[src/rtl/adsm_pkg.sv]
package adsm_pkg;

  localparam int FIX_FRAC = 40;

  // Magnitude of table entry k: round((2^mag_w - 1) * (num/den)^k),
  // evaluated in fixed point with FIX_FRAC fractional bits.
  function automatic logic [63:0] step_value(int k, int mag_w, int num, int den);
    logic [63:0] acc;
    acc = ((64'd1 << mag_w) - 64'd1) << FIX_FRAC;
    for (int i = 0; i < k; i++) begin
      acc = (acc * 64'(num)) / 64'(den);
    end
    return (acc + (64'd1 << (FIX_FRAC - 1))) >> FIX_FRAC;
  endfunction

  // Saturating pointer update: a run moves toward 0, alternation toward last.
  function automatic int next_index(int cur, logic run, logic alt,
                                    int fast, int slow, int last);
    int r;
    r = cur;
    if (run) begin
      r = (cur - fast < 0) ? 0 : cur - fast;
    end else if (alt) begin
      r = (cur + slow > last) ? last : cur + slow;
    end
    return r;
  endfunction

endpackage

[src/rtl/adsm_dec_history.sv]
module adsm_dec_history #(
  parameter int DEPTH = 4,
  localparam int FILL_W = $clog2(DEPTH + 1)
) (
  input  logic             clk,
  input  logic             rst,
  input  logic             push,
  input  logic             bit_in,
  output logic [DEPTH-1:0] hist,
  output logic             full
);
  logic [FILL_W-1:0] fill_q;

  always_ff @(posedge clk) begin
    if (rst) begin
      hist   <= '0;
      fill_q <= '0;
    end else if (push) begin
      if (DEPTH > 1) begin
        hist <= {hist[DEPTH-2:0], bit_in};
      end else begin
        hist <= DEPTH'(bit_in);
      end
      if (int'(fill_q) < DEPTH) begin
        fill_q <= fill_q + FILL_W'(1);
      end
    end
  end

  assign full = (int'(fill_q) == DEPTH);
endmodule

[src/rtl/adsm_pattern_det.sv]
module adsm_pattern_det #(
  parameter int RUN_LEN = 5,
  parameter int ALT_LEN = 4,
  parameter int DEPTH   = 4
) (
  input  logic             cur,
  input  logic             enable,
  input  logic [DEPTH-1:0] hist,
  output logic             run_hit,
  output logic             alt_hit
);
  logic [DEPTH:0]     win;
  logic [RUN_LEN-2:0] same;
  logic [ALT_LEN-2:0] flip;

  // win[0] is the current decision, win[i] the i-th older one
  assign win = {hist, cur};

  for (genvar i = 1; i < RUN_LEN; i++) begin : g_same
    assign same[i-1] = (win[i] == win[0]);
  end

  for (genvar i = 1; i < ALT_LEN; i++) begin : g_flip
    assign flip[i-1] = (win[i] != win[i-1]);
  end

  assign run_hit = enable & (&same);
  assign alt_hit = enable & (&flip);
endmodule

[src/rtl/adsm_step_rom.sv]
module adsm_step_rom #(
  parameter int MAG_W     = 8,
  parameter int TAB_LEN   = 100,
  parameter int RATIO_NUM = 9391,
  parameter int RATIO_DEN = 10000,
  localparam int IDX_W    = $clog2(TAB_LEN)
) (
  input  logic [IDX_W-1:0] idx,
  output logic [MAG_W-1:0] mag
);
  import adsm_pkg::*;

  logic [MAG_W-1:0] tab [TAB_LEN];

  for (genvar g = 0; g < TAB_LEN; g++) begin : g_ent
    assign tab[g] = MAG_W'(step_value(g, MAG_W, RATIO_NUM, RATIO_DEN));
  end

  always_comb begin
    if (int'(idx) < TAB_LEN) mag = tab[idx];
    else                     mag = tab[TAB_LEN-1];
  end
endmodule

[src/rtl/adsm_index_reg.sv]
module adsm_index_reg #(
  parameter int TAB_LEN   = 100,
  parameter int FAST_STEP = 3,
  parameter int SLOW_STEP = 1,
  localparam int IDX_W    = $clog2(TAB_LEN)
) (
  input  logic             clk,
  input  logic             rst,
  input  logic             adv,
  input  logic             run_hit,
  input  logic             alt_hit,
  output logic [IDX_W-1:0] idx_q,
  output logic [IDX_W-1:0] idx_d
);
  import adsm_pkg::*;

  always_comb begin
    idx_d = idx_q;
    if (adv) begin
      idx_d = IDX_W'(next_index(int'(idx_q), run_hit, alt_hit,
                                FAST_STEP, SLOW_STEP, TAB_LEN - 1));
    end
  end

  always_ff @(posedge clk) begin
    if (rst) idx_q <= IDX_W'(TAB_LEN - 1);
    else     idx_q <= idx_d;
  end
endmodule

[src/rtl/adsm_step_ctrl.sv]
module adsm_step_ctrl #(
  parameter int MAG_W     = 8,
  parameter int TAB_LEN   = 100,
  parameter int RATIO_NUM = 9391,
  parameter int RATIO_DEN = 10000,
  parameter int RUN_LEN   = 5,
  parameter int ALT_LEN   = 4,
  parameter int FAST_STEP = 3,
  parameter int SLOW_STEP = 1,
  localparam int IDX_W    = $clog2(TAB_LEN),
  localparam int HIST_D   = ((RUN_LEN > ALT_LEN) ? RUN_LEN : ALT_LEN) - 1
) (
  input  logic           clk,
  input  logic           rst,
  input  logic           dec_valid,
  input  logic           dec_bit,
  output logic           fb_valid,
  output logic [MAG_W:0] fb_word,
  output logic [MAG_W-1:0] fb_mag
);
  logic [HIST_D-1:0] hist;
  logic              hist_full;
  logic              run_hit;
  logic              alt_hit;
  logic [IDX_W-1:0]  idx_q;
  logic [IDX_W-1:0]  idx_d;
  logic [MAG_W-1:0]  mag_next;

  adsm_dec_history #(.DEPTH(HIST_D)) hist_i (
    .clk    (clk),
    .rst    (rst),
    .push   (dec_valid),
    .bit_in (dec_bit),
    .hist   (hist),
    .full   (hist_full)
  );

  adsm_pattern_det #(.RUN_LEN(RUN_LEN), .ALT_LEN(ALT_LEN), .DEPTH(HIST_D)) det_i (
    .cur     (dec_bit),
    .enable  (dec_valid & hist_full),
    .hist    (hist),
    .run_hit (run_hit),
    .alt_hit (alt_hit)
  );

  adsm_index_reg #(.TAB_LEN(TAB_LEN), .FAST_STEP(FAST_STEP), .SLOW_STEP(SLOW_STEP)) idx_i (
    .clk     (clk),
    .rst     (rst),
    .adv     (dec_valid),
    .run_hit (run_hit),
    .alt_hit (alt_hit),
    .idx_q   (idx_q),
    .idx_d   (idx_d)
  );

  adsm_step_rom #(.MAG_W(MAG_W), .TAB_LEN(TAB_LEN),
                  .RATIO_NUM(RATIO_NUM), .RATIO_DEN(RATIO_DEN)) rom_i (
    .idx (idx_d),
    .mag (mag_next)
  );

  always_ff @(posedge clk) begin
    if (rst) begin
      fb_valid <= 1'b0;
      fb_word  <= '0;
      fb_mag   <= '0;
    end else begin
      fb_valid <= dec_valid;
      if (dec_valid) begin
        fb_word <= {~dec_bit, mag_next};
        fb_mag  <= mag_next;
      end
    end
  end
endmodule

[config.mk]
export PLATFORM = sky130hd
export DESIGN_NAME = adsm_step_ctrl
export DESIGN_NICKNAME = d
export VERILOG_FILES = /design/src/rtl/adsm_pkg.sv /design/src/rtl/adsm_dec_history.sv /design/src/rtl/adsm_pattern_det.sv /design/src/rtl/adsm_step_rom.sv /design/src/rtl/adsm_index_reg.sv /design/src/rtl/adsm_step_ctrl.sv
export SDC_FILE = /design/constraint.sdc
export NUM_CORES = 1
export LEC_CHECK = 0
export CAP_MARGIN = 20
export CORE_UTILIZATION = 55
export DETAILED_ROUTE_END_ITERATION = 8
export PLACE_DENSITY = 0.77
export SETUP_SLACK_MARGIN = 0.4
export SYNTH_ARGS = -nofsm -noshare
export SYNTH_HDL_FRONTEND = slang
export SYNTH_SLANG_ARGS = --single-unit
[constraint.sdc]
create_clock -name clk -period 5.2 [get_ports clk]
set_input_delay 1.04 -clock clk [delete_from_list [all_inputs] [get_ports clk]]
set_output_delay 1.04 -clock clk [all_outputs]
set_load 0.05 [all_outputs]
# [Word level (Yosys, flattened, before mapping)]
# Memories as Yosys holds them, arrays and structs flattened.
# Cells that the tools add are included.
[op_classes] bitwise_logic=5 n_eq_ne=8 magnitude_cmp=5 add_sub_neg=3 n_reduce_logical=3 muxes=8
[op_table] operator="$mux W7" count=5
[op_table] operator="$mux W8" count=3
[op_table] operator="$add A7 B1 Y8 const B" count=1
[op_table] operator="$ge A8 B8 Y1 const B" count=1
[op_table] operator="$gt A8 B7 Y1 const B" count=1
[op_table] operator="$lt A8 B1 Y1 const B" count=1
[op_table] operator="$not A7 Y8" count=1
[op_table] operator="$sub A7 B2 Y8 const B" count=1
[op_table] operator="$lt A7 B7 Y1 const B" count=1
[op_table] operator="$eq A1 B1 Y1" count=4
[op_table] operator="$reduce_and A4 Y1" count=1
[op_table] operator="$add A3 B1 Y3 const B" count=1
[op_table] operator="$and A1 B1 Y1" count=3
[op_table] operator="$eq A3 B3 Y1 const B" count=1
[op_table] operator="$lt A3 B3 Y1 const B" count=1
[op_table] operator="$ne A1 B1 Y1" count=3
[op_table] operator="$reduce_and A3 Y1" count=1
[op_table] operator="$reduce_and A2 Y1" count=1
[op_table] operator="$not A1 Y1" count=1
[word_totals] elab_cells=39 rom_bits=1024 output_inout_bits=18 regBits=32 n_memories=1
[memory_table] name="(name not given)" depth=128 width=8 rd=1 rd_clocked_by_memory_dff=0 write_ports=0 line="adsm_step_rom.sv:20" text="if (int'(idx) < TAB_LEN) mag = tab[idx];"

# [Logic depth before layout (Yosys ltp)]
[logic_depth] depth_word=11 depth_mapped=15 mapped_depth_nobuf=13

# [By module]
# A second synthesis with hierarchy kept.
[hier_totals] cells_unflattened=317 hier_area_um2=2518.7
[by_module_without_submodules] mod="adsm_step_rom" seq_area_each_um2=0.0 instances=1 cells_each=115 area_per_inst_um2=872.1
[by_module_without_submodules] mod="adsm_index_reg" seq_area_each_um2=140.1 instances=1 cells_each=124 area_per_inst_um2=847.1
[by_module_without_submodules] mod="adsm_step_ctrl" seq_area_each_um2=200.2 instances=1 cells_each=40 area_per_inst_um2=409.1
[by_module_without_submodules] mod="adsm_dec_history" seq_area_each_um2=140.1 instances=1 cells_each=30 area_per_inst_um2=320.3
[by_module_without_submodules] mod="adsm_pattern_det" seq_area_each_um2=0.0 instances=1 cells_each=8 area_per_inst_um2=70.1

# [Worst setup path after synthesis]
# Ideal clock, no wire load.
[synth_path] path_type="input to register" from="input port dec_bit" to="register fb_word[0]" required_time_ns=5.071 t_arrival_ns=3.815 path_slack_ns=1.256 path_stages=10 path_buffers=0 path_cell_list="or4_4 o22ai_2 o21ai_2 a221oi_2 ha_1 o21ai_0 o21ai_0 a221o_1 a221oi_1 o211ai_1"
[synth_via] elab_chain_len=11 elab_cells_between_ends=18 cone_classes="1 x order compare; 5 x eq/ne; 6 x mux; 3 x bitwise; 2 x reduce/logical; 1 x memory"
[synth_lines] element="start: declaration" line="adsm_step_ctrl.sv:16" text="input logic dec_bit,"
[synth_lines] element="$ne A1 B1 Y1" line="adsm_pattern_det.sv:24" text="assign flip[i-1] = (win[i] != win[i-1]);"
[synth_lines] element="$reduce_and A3 Y1" line="adsm_pattern_det.sv:28" text="assign alt_hit = enable & (&flip);"
[synth_lines] element="$and A1 B1 Y1" line="adsm_pattern_det.sv:28"
[synth_lines] element="$mux W7" line="adsm_pkg.sv:23" text="end else if (alt) begin"
[synth_lines] element="$mux W7 (*)" line="adsm_pkg.sv:21" text="if (run) begin"
[synth_lines] element="$mux W7 (*)" line="adsm_index_reg.sv:19" text="if (adv) begin"
[synth_lines] element="$not A7 Y8 (not written as such)" line="adsm_step_rom.sv:20"
[synth_lines] element="$mem_v2 Z128 W8"
[synth_lines] element="$mux W8 (not written as such) (2 in a row)" line="adsm_step_rom.sv:20"
[synth_lines] element="$mux W8 (*)" line="adsm_step_rom.sv:20"
[synth_lines] element="end signal: assignment" line="adsm_step_ctrl.sv:70" text="fb_word <= {~dec_bit, mag_next};"
[synth_lines] element="end: declaration" line="adsm_step_ctrl.sv:18" text="output logic [MAG_W:0] fb_word,"
# Mark *: on every way between the ends. The rest lies on a longest branch, timed or not. The select of a mux whose other input is x is not followed.
# A chain may end at the register's enable or synchronous reset.

# [Worst setup path in the final report]
# Ends and elaborated chain as after synthesis.

==> impl_metrics.toml <==
[floorplanning]
pin_count = 22
die_area_um2 = 4577
std_cell_rows = 23
die_w_um = 67.66
coreArea_um2 = 4058
die-height_um = 67.66
start_util_pct = 58.43

[layout]
drive_above_1_share_pct = 9.554
fillers = 348
final_util_pct = 64.35
final_common_cell = "nor2_1"
final_cell_mix = "nor2_1, nand2_1, dfxtp_1"
syn2layout_area_growth_pct = 10.13
diodes = 0
final_nets = 335

[timing]
slew_viol_final = 0
fmax_mhz = 219.8
maxSlewHeadroom_pct = 47.81
setup_violations = 0
period_needed_ps = 4549
finalClockSkew_ps = 12.27
timing.setup.tns_ps = 0
tightest_slew_ps = 780.5
finalHoldViolations = 0
holdWs_ps = 491.0
rsz0062_at_grt = "no"
fin_crit_sh_pct = 87.48

[drt]
dr.first_iter.drc_count = 473
wire_per_inst_um = 17.67
drtPass1Iterations = 6
vias = 2506
routed_wl_um = 6433
avgViaCountPerCell = 6.885
drcViolationCount = 0
antenna_left = 0

[clock_network]
clock-sinks = 24
clock_path_buffers = 2
path_clk_slew_ps = 100
ctsHoldBuffers = 0
post_cts_buffers = 0
clock_latency_ps = 280
cts_root_buffer = "clkbuf_8"
cts-resized-gates = 0
cts_tree = "done"
cts-htree-levels = 1
cts_buffers = 3

[synth]
synthDistinctLibCells = 69
synth_area_um2 = 2371
synth_ff_type = "dfxtp_1"
async_flop_share_pct = 0
avgSynthCellArea_um2 = 7.673
ys_seq_area_share_pct = 20.26
ys_ff_latch = 24
synth_nets = 329
synth_warnings = 0
synth_edf_count = 0
syn_inst = 309

[worst_setup_path]
start_kind = "input pin"
slowest_stage = "or4_4"
crit_arrival_ps = 4710
worst-path-max-fanout = 8
path_class = "input pin to flip-flop"
critPathCaptureType = "flip-flop"
path_cells = "clkdlybuf4s50_1, or4_4, o22a_4, or3_4, a21oi_1, a221oi_2, ha_1, o21ai_0, o21ai_0, a221o_1, a221oi_1, o211ai_1"
path_common_cell = "o21ai_0"
slowest_delay_ps = 560
required_ps = 5360

[power]
power.total_mw = 0.4593
leakage_nw = 0.9521
power_density_nw_per_um2 = 175.9
peakVddDrop_mv = 0.1962

[placement]
hpwl_um = 4595
numPortBuffers = 21
gp_congestion = 0.9644

[grt]
antenna_found_initial = 0
grt_pass1_wl_um = 10290
grt-ovfl-total = 0
grt_max_degree = 29
grt_usage_pct = 29.52
grt_pass1_vias = 2106

[outcome]
status = "finished, final reports clean"

[flow_run]
drv_cap = 0

[hold_path]
hold_class = "flip-flop to flip-flop"
## worst max-delay path: cells and delay by family
kind / cells / cell delay [ps]
AOI/OAI and AO/OA: 8 / 1750
buffers and inverters: 1 / 490
adders and majority gates: 1 / 450
and+or+nand+nor: 2 / 970
## area by class of cell
class                      count  area, um2  share of cell area (%)
clock inverter                 1      30.03                   1.150
multi-input combinational    247       1693                   64.83
inverter                      11      41.29                   1.581
timing repair buffer          28      262.8                   10.06
tap                           50      62.56                   2.396
sequential                    24      480.5                   18.40
clock buffer                   3      41.29                   1.581
## per-layer routing
| metal | vias to the layer above | GRT usage [%] | routed length [um] |
|---|---|---|---|
| met1 | 1118 | 43.00 | 2820 |
| met4 | 0 | 9.043 | 159 |
| li1 | 1167 | - | - |
| met2 | 192 | 42.82 | 2726 |
| met5 | - | 0 | 0 |
| met3 | 29 | 5.743 | 726 |
## report_power, final
group,internal [mW],leakage [nW],switching (mW),total [mW]
registers,0.191,0.196,0.00718,0.198
logic,0.0320,0.721,0.0598,0.0919
clock network,0.103,0.0357,0.0662,0.169
## synth_stat cells, types with 4 or more instances
library cell	number	area (um2)
a211oi_1	8	60.06
a21oi_1	19	95.09
a32o_1	4	40.04
buf_2	8	40.04
buf_4	8	60.06
clkbuf_1	8	30.03
dfxtp_1	24	480.5
ha_1	16	200.2
inv_1	8	30.03
mux2i_1	6	60.06
nand2_1	28	105.1
nand2b_1	6	37.54
nand3_1	10	50.05
nor2_1	35	131.4
nor3_1	6	30.03
o2111ai_1	4	35.03
o211ai_1	6	45.04
o21ai_0	14	70.07
o21ai_1	7	35.03
or3_1	6	37.54
## worst paths after layout
| kind | cells after the start | from | end | slack (ps) |
|---|---|---|---|---|
| max | 12 | dec_bit | fb_word[0] | 650 |
| min | 2 | fb_word[7] | fb_word[7] | 490 |
| max reg2reg | 12 | idx_i.idx_q[1] | fb_word[0] | 1340 |
| min reg2reg | 2 | fb_word[7] | fb_word[7] | 490 |
## registers in the layout (all words and copies together) (netlist names)
signal / flops
fb_word: 9
hist_i.hist: 4
hist_i.fill_q: 3
fb_valid: 1
idx_i.idx_q: 7
## kinds of logic after synthesis
family / Yosys count / synth area share [%]
buffers and inverters: 38 / 8.338
xor gates and xnor gates: 3 / 1.108
AOI/OAI and AO/OA: 107 / 34.62
adders and majority gates: 16 / 8.443
and+or+nand+nor: 114 / 24.22
DFF: 24 / 20.26
muxes: 7 / 3.008
## through the flow
step	cells	setup slack (ps)	area, um2
floorplan	309	1256	2371
global placement	360	408.2	2540
detailed placement	360	458.4	2540
CTS	364	751.8	2611
global route	364	524.8	2611
finish	364	650.8	2611
Power figures use the tool's default switching activity.
